**src/rtl/uart_tx_pkg.sv**
```systemverilog
package uart_tx_pkg;
  typedef enum logic [1:0] {
    IRQ_PER_LOAD = 2'b00,
    IRQ_ALL_DONE = 2'b01,
    IRQ_ON_DRAIN = 2'b10,
    IRQ_QUIET    = 2'b11
  } irq_mode_e;

  localparam int unsigned BRK_ZERO_BITS = 12;
endpackage

```
**src/rtl/uart_tx_fifo.sv**
```systemverilog
module uart_tx_fifo #(
  parameter int unsigned DW    = 8,
  parameter int unsigned DEPTH = 4
) (
  input  logic          clk,
  input  logic          rst_n,
  input  logic          flush,
  input  logic          push,
  input  logic [DW-1:0] din,
  input  logic          pop,
  output logic [DW-1:0] dout,
  output logic          not_empty,
  output logic          empty_nx,
  output logic          full_nx
);
  localparam int unsigned AW = (DEPTH > 1) ? $clog2(DEPTH) : 1;
  localparam int unsigned CW = $clog2(DEPTH + 1);

  logic [DW-1:0] mem [DEPTH];
  logic [AW-1:0] wp, rp, wp_d, rp_d;
  logic [CW-1:0] cnt, cnt_d;
  logic          push_ok, pop_ok;

  function automatic logic [AW-1:0] adv(input logic [AW-1:0] p);
    return (p == AW'(DEPTH - 1)) ? '0 : p + 1'b1;
  endfunction

  assign push_ok = push && (cnt != CW'(DEPTH)) && !flush;
  assign pop_ok  = pop && (cnt != '0) && !flush;

  always_comb begin
    wp_d  = wp;
    rp_d  = rp;
    cnt_d = cnt;
    if (flush) begin
      wp_d  = '0;
      rp_d  = '0;
      cnt_d = '0;
    end else begin
      if (push_ok) wp_d = adv(wp);
      if (pop_ok)  rp_d = adv(rp);
      cnt_d = cnt + CW'(push_ok) - CW'(pop_ok);
    end
  end

  always_ff @(posedge clk or negedge rst_n) begin
    if (!rst_n) begin
      wp  <= '0;
      rp  <= '0;
      cnt <= '0;
    end else begin
      wp  <= wp_d;
      rp  <= rp_d;
      cnt <= cnt_d;
    end
  end

  always_ff @(posedge clk) begin
    if (push_ok) mem[wp] <= din;
  end

  assign dout      = mem[rp];
  assign not_empty = (cnt != '0);
  assign empty_nx  = (cnt_d == '0);
  assign full_nx   = (cnt_d == CW'(DEPTH));
endmodule

```
**src/rtl/uart_tx_shift.sv**
```systemverilog
module uart_tx_shift #(
  parameter int unsigned DW        = 8,
  parameter int unsigned BRK_ZEROS = 12
) (
  input  logic          clk,
  input  logic          rst_n,
  input  logic          abort,
  input  logic          tick,
  input  logic          load_data,
  input  logic          load_brk,
  input  logic [DW-1:0] data,
  output logic          line,
  output logic          busy,
  output logic          last
);
  localparam int unsigned DLEN = DW + 2;
  localparam int unsigned BLEN = BRK_ZEROS + 2;
  localparam int unsigned SW   = (DLEN > BLEN) ? DLEN : BLEN;
  localparam int unsigned RW   = $clog2(SW + 1);

  logic [SW-1:0] sh, sh_d, data_frame, brk_frame;
  logic [RW-1:0] rem, rem_d;

  assign data_frame = ({SW{1'b1}} << (DW + 1)) | SW'({data, 1'b0});
  assign brk_frame  = {SW{1'b1}} << (BRK_ZEROS + 1);

  assign busy = (rem != '0);
  assign last = tick && (rem == RW'(1));

  always_comb begin
    sh_d  = sh;
    rem_d = rem;
    if (abort) begin
      sh_d  = '1;
      rem_d = '0;
    end else if (tick) begin
      if (load_data) begin
        sh_d  = data_frame;
        rem_d = RW'(DLEN);
      end else if (load_brk) begin
        sh_d  = brk_frame;
        rem_d = RW'(BLEN);
      end else if (busy) begin
        sh_d  = {1'b1, sh[SW-1:1]};
        rem_d = rem - 1'b1;
      end
    end
  end

  always_ff @(posedge clk or negedge rst_n) begin
    if (!rst_n) begin
      sh  <= '1;
      rem <= '0;
    end else begin
      sh  <= sh_d;
      rem <= rem_d;
    end
  end

  assign line = busy ? sh[0] : 1'b1;
endmodule

```
**src/rtl/uart_tx_irq.sv**
```systemverilog
module uart_tx_irq
  import uart_tx_pkg::*;
(
  input  logic      clk,
  input  logic      rst_n,
  input  irq_mode_e mode,
  input  logic      ev_load,
  input  logic      ev_drain,
  input  logic      ev_done,
  output logic      irq
);
  logic irq_d;

  always_comb begin
    unique case (mode)
      IRQ_PER_LOAD: irq_d = ev_load;
      IRQ_ON_DRAIN: irq_d = ev_drain;
      IRQ_ALL_DONE: irq_d = ev_done;
      default:      irq_d = 1'b0;
    endcase
  end

  always_ff @(posedge clk or negedge rst_n) begin
    if (!rst_n) irq <= 1'b0;
    else        irq <= irq_d;
  end
endmodule

```
**src/rtl/uart_tx_core.sv**
```systemverilog
module uart_tx_core
  import uart_tx_pkg::*;
#(
  parameter int unsigned DW    = 8,
  parameter int unsigned DEPTH = 4
) (
  input  logic          clk,
  input  logic          rst_n,
  input  logic          tx_en,
  input  logic [1:0]    irq_mode,
  input  logic          tx_inv,
  input  logic          brk_set,
  input  logic          baud_tick,
  input  logic          wr_en,
  input  logic [DW-1:0] wr_data,
  output logic          txd,
  output logic          buf_full,
  output logic          shifter_empty,
  output logic          brk_busy,
  output logic          tx_irq
);
  logic [DW-1:0] q_dout;
  logic q_ne, q_empty_nx, q_full_nx;
  logic sh_line, sh_busy, sh_last;
  logic brk_pend, brk_pend_d, cur_brk, cur_brk_d;
  logic full_q, empty_q, busy_nx;
  logic brk_ready, load, load_brk, char_load, done;

  assign brk_ready = brk_pend && !(sh_busy && cur_brk);
  assign load      = tx_en && baud_tick && (brk_ready || q_ne) && (!sh_busy || sh_last);
  assign load_brk  = load && brk_ready;
  assign char_load = load && !brk_ready;
  assign done      = tx_en && sh_last && !load;
  assign busy_nx   = tx_en && (load || (sh_busy && !sh_last));

  uart_tx_fifo #(.DW(DW), .DEPTH(DEPTH)) fifo_i (
    .clk(clk), .rst_n(rst_n), .flush(!tx_en),
    .push(wr_en), .din(wr_data), .pop(char_load),
    .dout(q_dout), .not_empty(q_ne), .empty_nx(q_empty_nx), .full_nx(q_full_nx)
  );

  uart_tx_shift #(.DW(DW), .BRK_ZEROS(BRK_ZERO_BITS)) shift_i (
    .clk(clk), .rst_n(rst_n), .abort(!tx_en), .tick(baud_tick),
    .load_data(char_load), .load_brk(load_brk), .data(q_dout),
    .line(sh_line), .busy(sh_busy), .last(sh_last)
  );

  uart_tx_irq irq_i (
    .clk(clk), .rst_n(rst_n), .mode(irq_mode_e'(irq_mode)),
    .ev_load(char_load), .ev_drain(char_load && q_empty_nx), .ev_done(done),
    .irq(tx_irq)
  );

  always_comb begin
    brk_pend_d = brk_pend;
    cur_brk_d  = cur_brk;
    if (!tx_en) begin
      brk_pend_d = 1'b0;
      cur_brk_d  = 1'b0;
    end else begin
      if (sh_last && cur_brk) brk_pend_d = 1'b0;
      if (brk_set)            brk_pend_d = 1'b1;
      if (load)               cur_brk_d  = brk_ready;
      else if (sh_last)       cur_brk_d  = 1'b0;
    end
  end

  always_ff @(posedge clk or negedge rst_n) begin
    if (!rst_n) begin
      brk_pend <= 1'b0;
      cur_brk  <= 1'b0;
      full_q   <= 1'b0;
      empty_q  <= 1'b1;
    end else begin
      brk_pend <= brk_pend_d;
      cur_brk  <= cur_brk_d;
      full_q   <= q_full_nx;
      empty_q  <= !busy_nx && q_empty_nx;
    end
  end

  assign txd           = sh_line ^ tx_inv;
  assign buf_full      = full_q;
  assign shifter_empty = empty_q;
  assign brk_busy      = brk_pend;
endmodule


```
**config.mk**
```make
export PLATFORM = sky130hd
export DESIGN_NAME = uart_tx_core
export DESIGN_NICKNAME = d
export VERILOG_FILES = /design/src/rtl/uart_tx_pkg.sv /design/src/rtl/uart_tx_fifo.sv /design/src/rtl/uart_tx_shift.sv /design/src/rtl/uart_tx_irq.sv /design/src/rtl/uart_tx_core.sv
export SDC_FILE = /design/constraint.sdc
export NUM_CORES = 1
export LEC_CHECK = 0
export ABC_AREA = 0
export BUFFER_PORTS_ARGS = -buffer_cell sky130_fd_sc_hd__buf_2
export CAP_MARGIN = 20
export CORE_UTILIZATION = 53
export DETAILED_ROUTE_END_ITERATION = 8
export GPL_TIMING_DRIVEN = 0
export PLACE_DENSITY = 0.74
export SYNTH_ARGS = -nofsm -noshare
export SYNTH_HDL_FRONTEND = slang
export SYNTH_SLANG_ARGS = --single-unit
export TNS_END_PERCENT = 20
```
**constraint.sdc**
```tcl
create_clock -name clk -period 2.98 [get_ports clk]
set_input_delay 0.596 -clock clk [delete_from_list [all_inputs] [get_ports clk]]
set_output_delay 0.596 -clock clk [all_outputs]
set_load 0.02 [all_outputs]
```
; Yosys cells after proc, flatten, opt, wreduce, memory -nomap -nowiden
; Memory sizes are Yosys's and may differ from the RTL's.
; Cells that the tools add are included.
[op_classes]
addsub = 5
n_mux = 27
eq_ne = 13
reduce_logical = 33
bitwise = 1
[ops]
columns = op, n
row1 = 14-bit 2-to-1 mux, 5
row2 = 4-bit 2-to-1 mux, 5
row3 = 1-bit logical AND, 19
row4 = 2-bit 2-to-1 mux, 6
row5 = 1-bit 2-to-1 mux, 9
row6 = "2-bit == test, second input constant", 3
row7 = 1-bit logical NOT, 6
row8 = "2-bit by 1-bit inequality test with 1-bit output, second input constant", 3
row9 = "3-bit by 1-bit inequality test with 1-bit output, second input constant", 2
row10 = "2-bit by 1-bit adder with 2-bit output, second input constant", 2
row11 = "4-bit by 1-bit == test with 1-bit output, second input constant", 1
row12 = "4-bit by 1-bit inequality test with 1-bit output, second input constant", 1
row13 = 4-bit nonzero test, 1
row14 = "4-bit by 1-bit subtractor with 4-bit output, second input constant", 1
row15 = 3-bit by 1-bit adder with 3-bit output, 1
row16 = "3-bit == test, second input constant", 1
row17 = 3-bit logical NOT, 1
row18 = 1-bit logical OR, 3
row19 = 3-bit 2-to-1 mux, 1
row20 = "3-bit inequality test, second input constant", 1
row21 = 1-bit one-hot mux with 3 select lines, 1
row22 = 3-bit nonzero test, 1
row23 = 3-bit by 1-bit subtractor with 3-bit output, 1
row24 = "2-bit by 1-bit == test with 1-bit output, second input constant", 1
row25 = 3 further kinds, 3
[totals]
mem_count = 1
register_bits = 30
ramBits = 32
in_bits = 17
[memory_table]
columns = name, depth, word_bits, read_ports, rd_clocked_by_memory_dff, wr, line
row1 = fifo_i.mem, 4, 8, 1, 0, 1, uart_tx_fifo.sv:19  ; logic [DW-1:0] mem [DEPTH];

; Logic depth before layout (Yosys ltp)
[depth]
ltp_word = 15
ltp_mapped = 13

; By module
; Synthesis repeated with hierarchy kept, for this count alone.
[unflattened]
cells_unflattened = 218
area_unflattened_um2 = 2925.3
[modules_own_cells]
columns = module, n_inst, cells_each, seq_area_each_um2, area_per_inst_um2
row1 = uart_tx_fifo, 1, 93, 1136.1, 1652.8
row2 = uart_tx_shift, 1, 95, 441.7, 988.4
row3 = uart_tx_core, 1, 26, 101.3, 236.5
row4 = uart_tx_irq, 1, 4, 25.0, 47.5

; Least setup slack after synthesis
; No wires, ideal clock.
[synth_timing]
path_kind = flip-flop to flip-flop
start = reg shift_i.rem[2]
end = reg irq_i.irq
path_slack_ns = 0.013
period_less_slack_ns = 2.967
setup_time_ns = 0.101
arrival_ns = 2.867
stages_incl_launch_ff = 13
n_path_buf = 1
cell_sequence = dfrtp_1 -> nor2_1 -> o2111a_1 -> buf_2 -> nand2_1 -> inv_1 -> ha_1 -> inv_1 -> ha_1 -> fa_1 -> or2_2 -> o211a_1 -> o32ai_1
[synth_between]
elab_chain_cells = 15
[synth_lines]
columns = element, line
row1 = from (decl), uart_tx_shift.sv:22  ; logic [RW-1:0] rem, rem_d;
row2 = from (signal assigned), uart_tx_shift.sv:56  ; rem <= rem_d;
row3 = 4-bit nonzero test, uart_tx_shift.sv:27  ; assign busy = (rem != '0);
row4 = 1-bit logical AND, uart_tx_core.sv:29  ; assign brk_ready = brk_pend && !(sh_busy && cur_brk);
row5 = 1-bit logical NOT, uart_tx_core.sv:29
row6 = 1-bit logical AND, uart_tx_core.sv:29
row7 = 1-bit logical OR, uart_tx_core.sv:30  ; assign load = tx_en && baud_tick && (brk_ready || q_ne) && (!sh_busy || sh_last);
row8 = 1-bit logical AND (2 in a row), uart_tx_core.sv:30
row9 = 1-bit logical AND, uart_tx_core.sv:32  ; assign char_load = load && !brk_ready;
row10 = 1-bit logical AND (2 in a row), uart_tx_fifo.sv:29  ; assign pop_ok = pop && (cnt != '0) && !flush;
row11 = 3-bit by 1-bit subtractor with 3-bit output, uart_tx_fifo.sv:42  ; cnt_d = cnt + CW'(push_ok) - CW'(pop_ok);
row12 = 3-bit 2-to-1 mux, uart_tx_fifo.sv:35  ; if (flush) begin
row13 = 3-bit logical NOT, uart_tx_fifo.sv:64  ; assign empty_nx = (cnt_d == '0);
row14 = 1-bit logical AND, uart_tx_core.sv:50  ; .ev_load(char_load), .ev_drain(char_load && q_empty_nx), .ev_done(done),
row15 = 1-bit one-hot mux with 3 select lines (*), uart_tx_irq.sv:15  ; unique case (mode)
row16 = named net irq_i.irq_d, uart_tx_irq.sv:12  ; logic irq_d;
row17 = to (signal assigned), uart_tx_irq.sv:25  ; else irq <= irq_d;
row18 = to (decl), uart_tx_irq.sv:10  ; output logic irq
; Mark *: on every way through the listed nets, which the timed path passes. The rest lies on a longest branch.
; A chain may end at the register's enable or synchronous reset.

; Worst setup path in the final report
[layout_timing]
start = reg shift_i.rem[0]
end = reg irq_i.irq
; Same word-level chain as after synthesis.

==> impl_metrics.yaml <==
run_status:
  status: "finished clean"
power:
  p_total_mw: 2.72
  peakVddDrop_v: 0.000471
  power_density_nw_per_um2: 793
  p_leak_nw: 1.41
clock_tree:
  cts.sinks: 61
  path_clk_slew_ps: 70
  insertion_delay_ps: 340
  htree_levels: 3
  cts_made_buffers: 9
  hold_buffers: 0
  tritoncts: "done"
  clockBufferDepth: 2
  cts-root-buf: "clkbuf_8"
floorplanning:
  die_w_um: 75.8
  initial_core_util_pct: 55.8
  core-area_um2: 5170
  placementRows: 26
  io_pins: 22
  fp.dieH_um: 75.8
  dieArea_um2: 5750
place:
  portBuffers: 21
  place_hpwl_mm: 3.52
  placed_cells: 306
  gp_congestion: 0.769
run:
  maxCapViolCount: 0
logic_synthesis:
  syn_avg_cell_area_um2: 13.4
  ys_ff_latch: 61
  syn_area_um2: 2890
  synth-warning-count: 0
  synth.distinct_cells: 54
  synth-adder-area-share_pct: 4.59
  synth_edf_count: 32
  synth_area_leaders: "edfxtp_1 33%, dfrtp_1 13%, dfstp_2 13%"
  yosys.area.top_type: "edfxtp_1"
  syn_nets: 242
  yosys.area_share.xor_xnor_pct: 1.21
  synthMuxAreaShare_pct: 6.94
  async_reset_ff_share_pct: 47.5
  synth_top_area_share_pct: 33.3
  synth_flop_cell: "edfxtp_1"
  synth_compound_area_share_pct: 14.7
  synth_common_cells: "32 x edfxtp_1, 21 x inv_1, 16 x o21ai_0, 15 x dfrtp_1, 14 x dfstp_2"
  ys_seq_area_share_pct: 59.0
  synthSimpleGateAreaFrac_pct: 9.10
  yosysMostFrequentCell: "edfxtp_1"
  netlist_instances: 215
  synth_top_family_by_area: "compound AO/OA/AOI/OAI gates"
finish:
  syn_to_final_growth_pct: 18.8
  ff_latch_area_um2: 1710
  final_util_pct: 66.3
  multi_input_area_um2: 1110
  fill_cells: 370
  layout.nets: 286
  fin_cells: 334
  diodes: 0
  drive_above_1_share_pct: 37.5
worst_setup_path:
  cp_top_family: "adder cells"
  r2r_slack_ps: 50
  path_cells: "inv_2 -> ha_4 -> buf_4 -> a31oi_2 -> nand2_2 -> inv_1 -> ha_1 -> inv_1 -> ha_2 -> fa_1 -> or2_4 -> o211a_1 -> o32ai_2"
  worst-path-buf-inv: 4
  worstPathArrival_ps: 3170
  cp_common_cell: "inv_1"
  cp_slowest_cell: "fa_1"
  crit_type: "flop to flop"
  critical_path_required_ps: 3220
  crit_path_max_incr_delay_ps: 430
  cp-start-kind: "flop"
  end_kind: "flop"
  crit_fanout: 4
sta:
  clock_skew_ps: 7.08
  period_needed_ps: 2930
  worst_pin_slew_ps: 661
  final-max-slew-violation-count: 0
  setup_tns_ps: 0
  final.period_utilization_pct: 98.2
  max_clock_freq_ghz: 0.342
  relSlewSlack_pct: 55.9
  hold_ws_ps: 283
  setup_viol: 0
  hold_viol: 0
global_routing:
  groute.usage.overall_pct: 22.2
  grt_max_degree: 30
  grt_remaining_overflow: 0
  grt_pass1_vias: 1817
  grt_pass1_wl_mm: 8.92
  antenna_found_initial: 0
routing:
  drc_errors: 0
  dr.pass1.iters: 4
  via_per_inst: 5.67
  first_iter_violations: 143
  ant_nets: 0
  num_vias: 1894
  routed_wl_mm: 5.63
  routedWlPerCell_um: 16.9
hold_path:
  hp-class: "primary input to asynchronous set/reset pin"
## report_power, final
group	total, mW	internal [mW]	leakage, nW	switching, mW
sequential	1.09	1.02	0.638	0.0758
clock	0.732	0.388	0.0918	0.344
combinational	0.896	0.405	0.684	0.490
## logic make-up (layout without fill, tap and decap cells)
group                      count (synthesis)  in the layout
DFF                                       61             61
AOI/OAI and AO/OA                         54             54
and+or+nand+nor                           45             45
buffers and inverters                     31             80
adders and majority gates                 10             10
muxes                                     10             10
xor gates and xnor gates                   4              4
## state kept, by name, indices dropped and copies added, names as in the netlist
register	count
irq_i.irq	1
brk_busy	1
shift_i.rem	4
fifo_i.mem	32
cur_brk	1
buf_full	1
fifo_i.wp	2
fifo_i.cnt	3
fifo_i.rp	2
shift_i.sh	13
shifter_empty	1
## stage by stage
step | cell area (um2) | setup slack, ps
after floorplan | 2890 | 12.7
after global placement | 3080 | -353
after detailed placement | 3080 | -380
after CTS | 3400 | 5.59
after global routing | 3430 | -49.0
final | 3430 | 54.3
## what timing repair did
action                                  4_1_cts  5_1_grt
gates resized for setup                      13        4
endpoints found under the setup margin        3        2
pin swaps                                     5        5
buffers inserted                              9        4
## layout make-up
| cell class | count | area share [%] |
|---|---|---|
| flip-flops and latches | 61 | 49.7 |
| multi-input cells | 123 | 32.4 |
| repair buffers | 34 | 5.91 |
| clock buffers | 9 | 3.61 |
| well taps | 70 | 2.55 |
| inverters | 21 | 2.30 |
| clock inverters | 7 | 2.19 |
| plain buffers | 9 | 1.31 |
## final timing paths
kind / from / end / cells after the start
setup / recovery: shift_i.rem[0] / irq_i.irq / 13
hold / removal: rst_n / shift_i.rem[2] / 1
setup reg to reg: shift_i.rem[0] / irq_i.irq / 13
hold reg to reg: shift_i.sh[6] / shift_i.sh[6] / 2
max in group asynchronous: rst_n / shift_i.rem[0] / 1
min in group clk: shift_i.sh[6] / shift_i.sh[6] / 2
## placed cells by master, fill, tap and decap left out, types with 2 or more instances in the layout
master / instances
clkbuf_1: 4
ha_4: 2
mux2i_1: 2
edfxtp_1: 32
dfrtp_1: 14
o21ai_0: 16
a2bb2oi_1: 4
a22o_1: 2
and2_1: 4
a32oi_1: 8
xor2_1: 2
xnor2_1: 2
nor2_1: 4
ha_1: 6
inv_2: 2
nand2_1: 6
dfstp_2: 14
or3_1: 2
clkinvlp_4: 3
inv_1: 19
nand3_1: 9
clkbuf_8: 9
buf_4: 13
a21oi_1: 6
buf_2: 23
mux4_2: 8
and3_1: 5
## worst register-to-register path: cells and delay by family, from the launching register on
family / cells / cell delay, ps
buffers and inverters: 4 / 340
AND/OR/NAND/NOR: 2 / 380
adder cells (fa/ha/maj): 4 / 970
AO/OA/AOI/OAI: 3 / 710
flip-flops: 1 / 420
## metal layers
metal / track usage [%] / part of all wire (%) / up-vias / wire length (um)
li1: - / - / 902 / -
met1: 29.9 / 45 / 931 / 2540
met2: 33.6 / 49 / 51 / 2750
met3: 6.61 / 4.2 / 10 / 237
met4: 9.67 / 1.7 / 0 / 97
met5: 0 / 0 / - / 0
No activity file was read; power rests on OpenSTA's default activity.
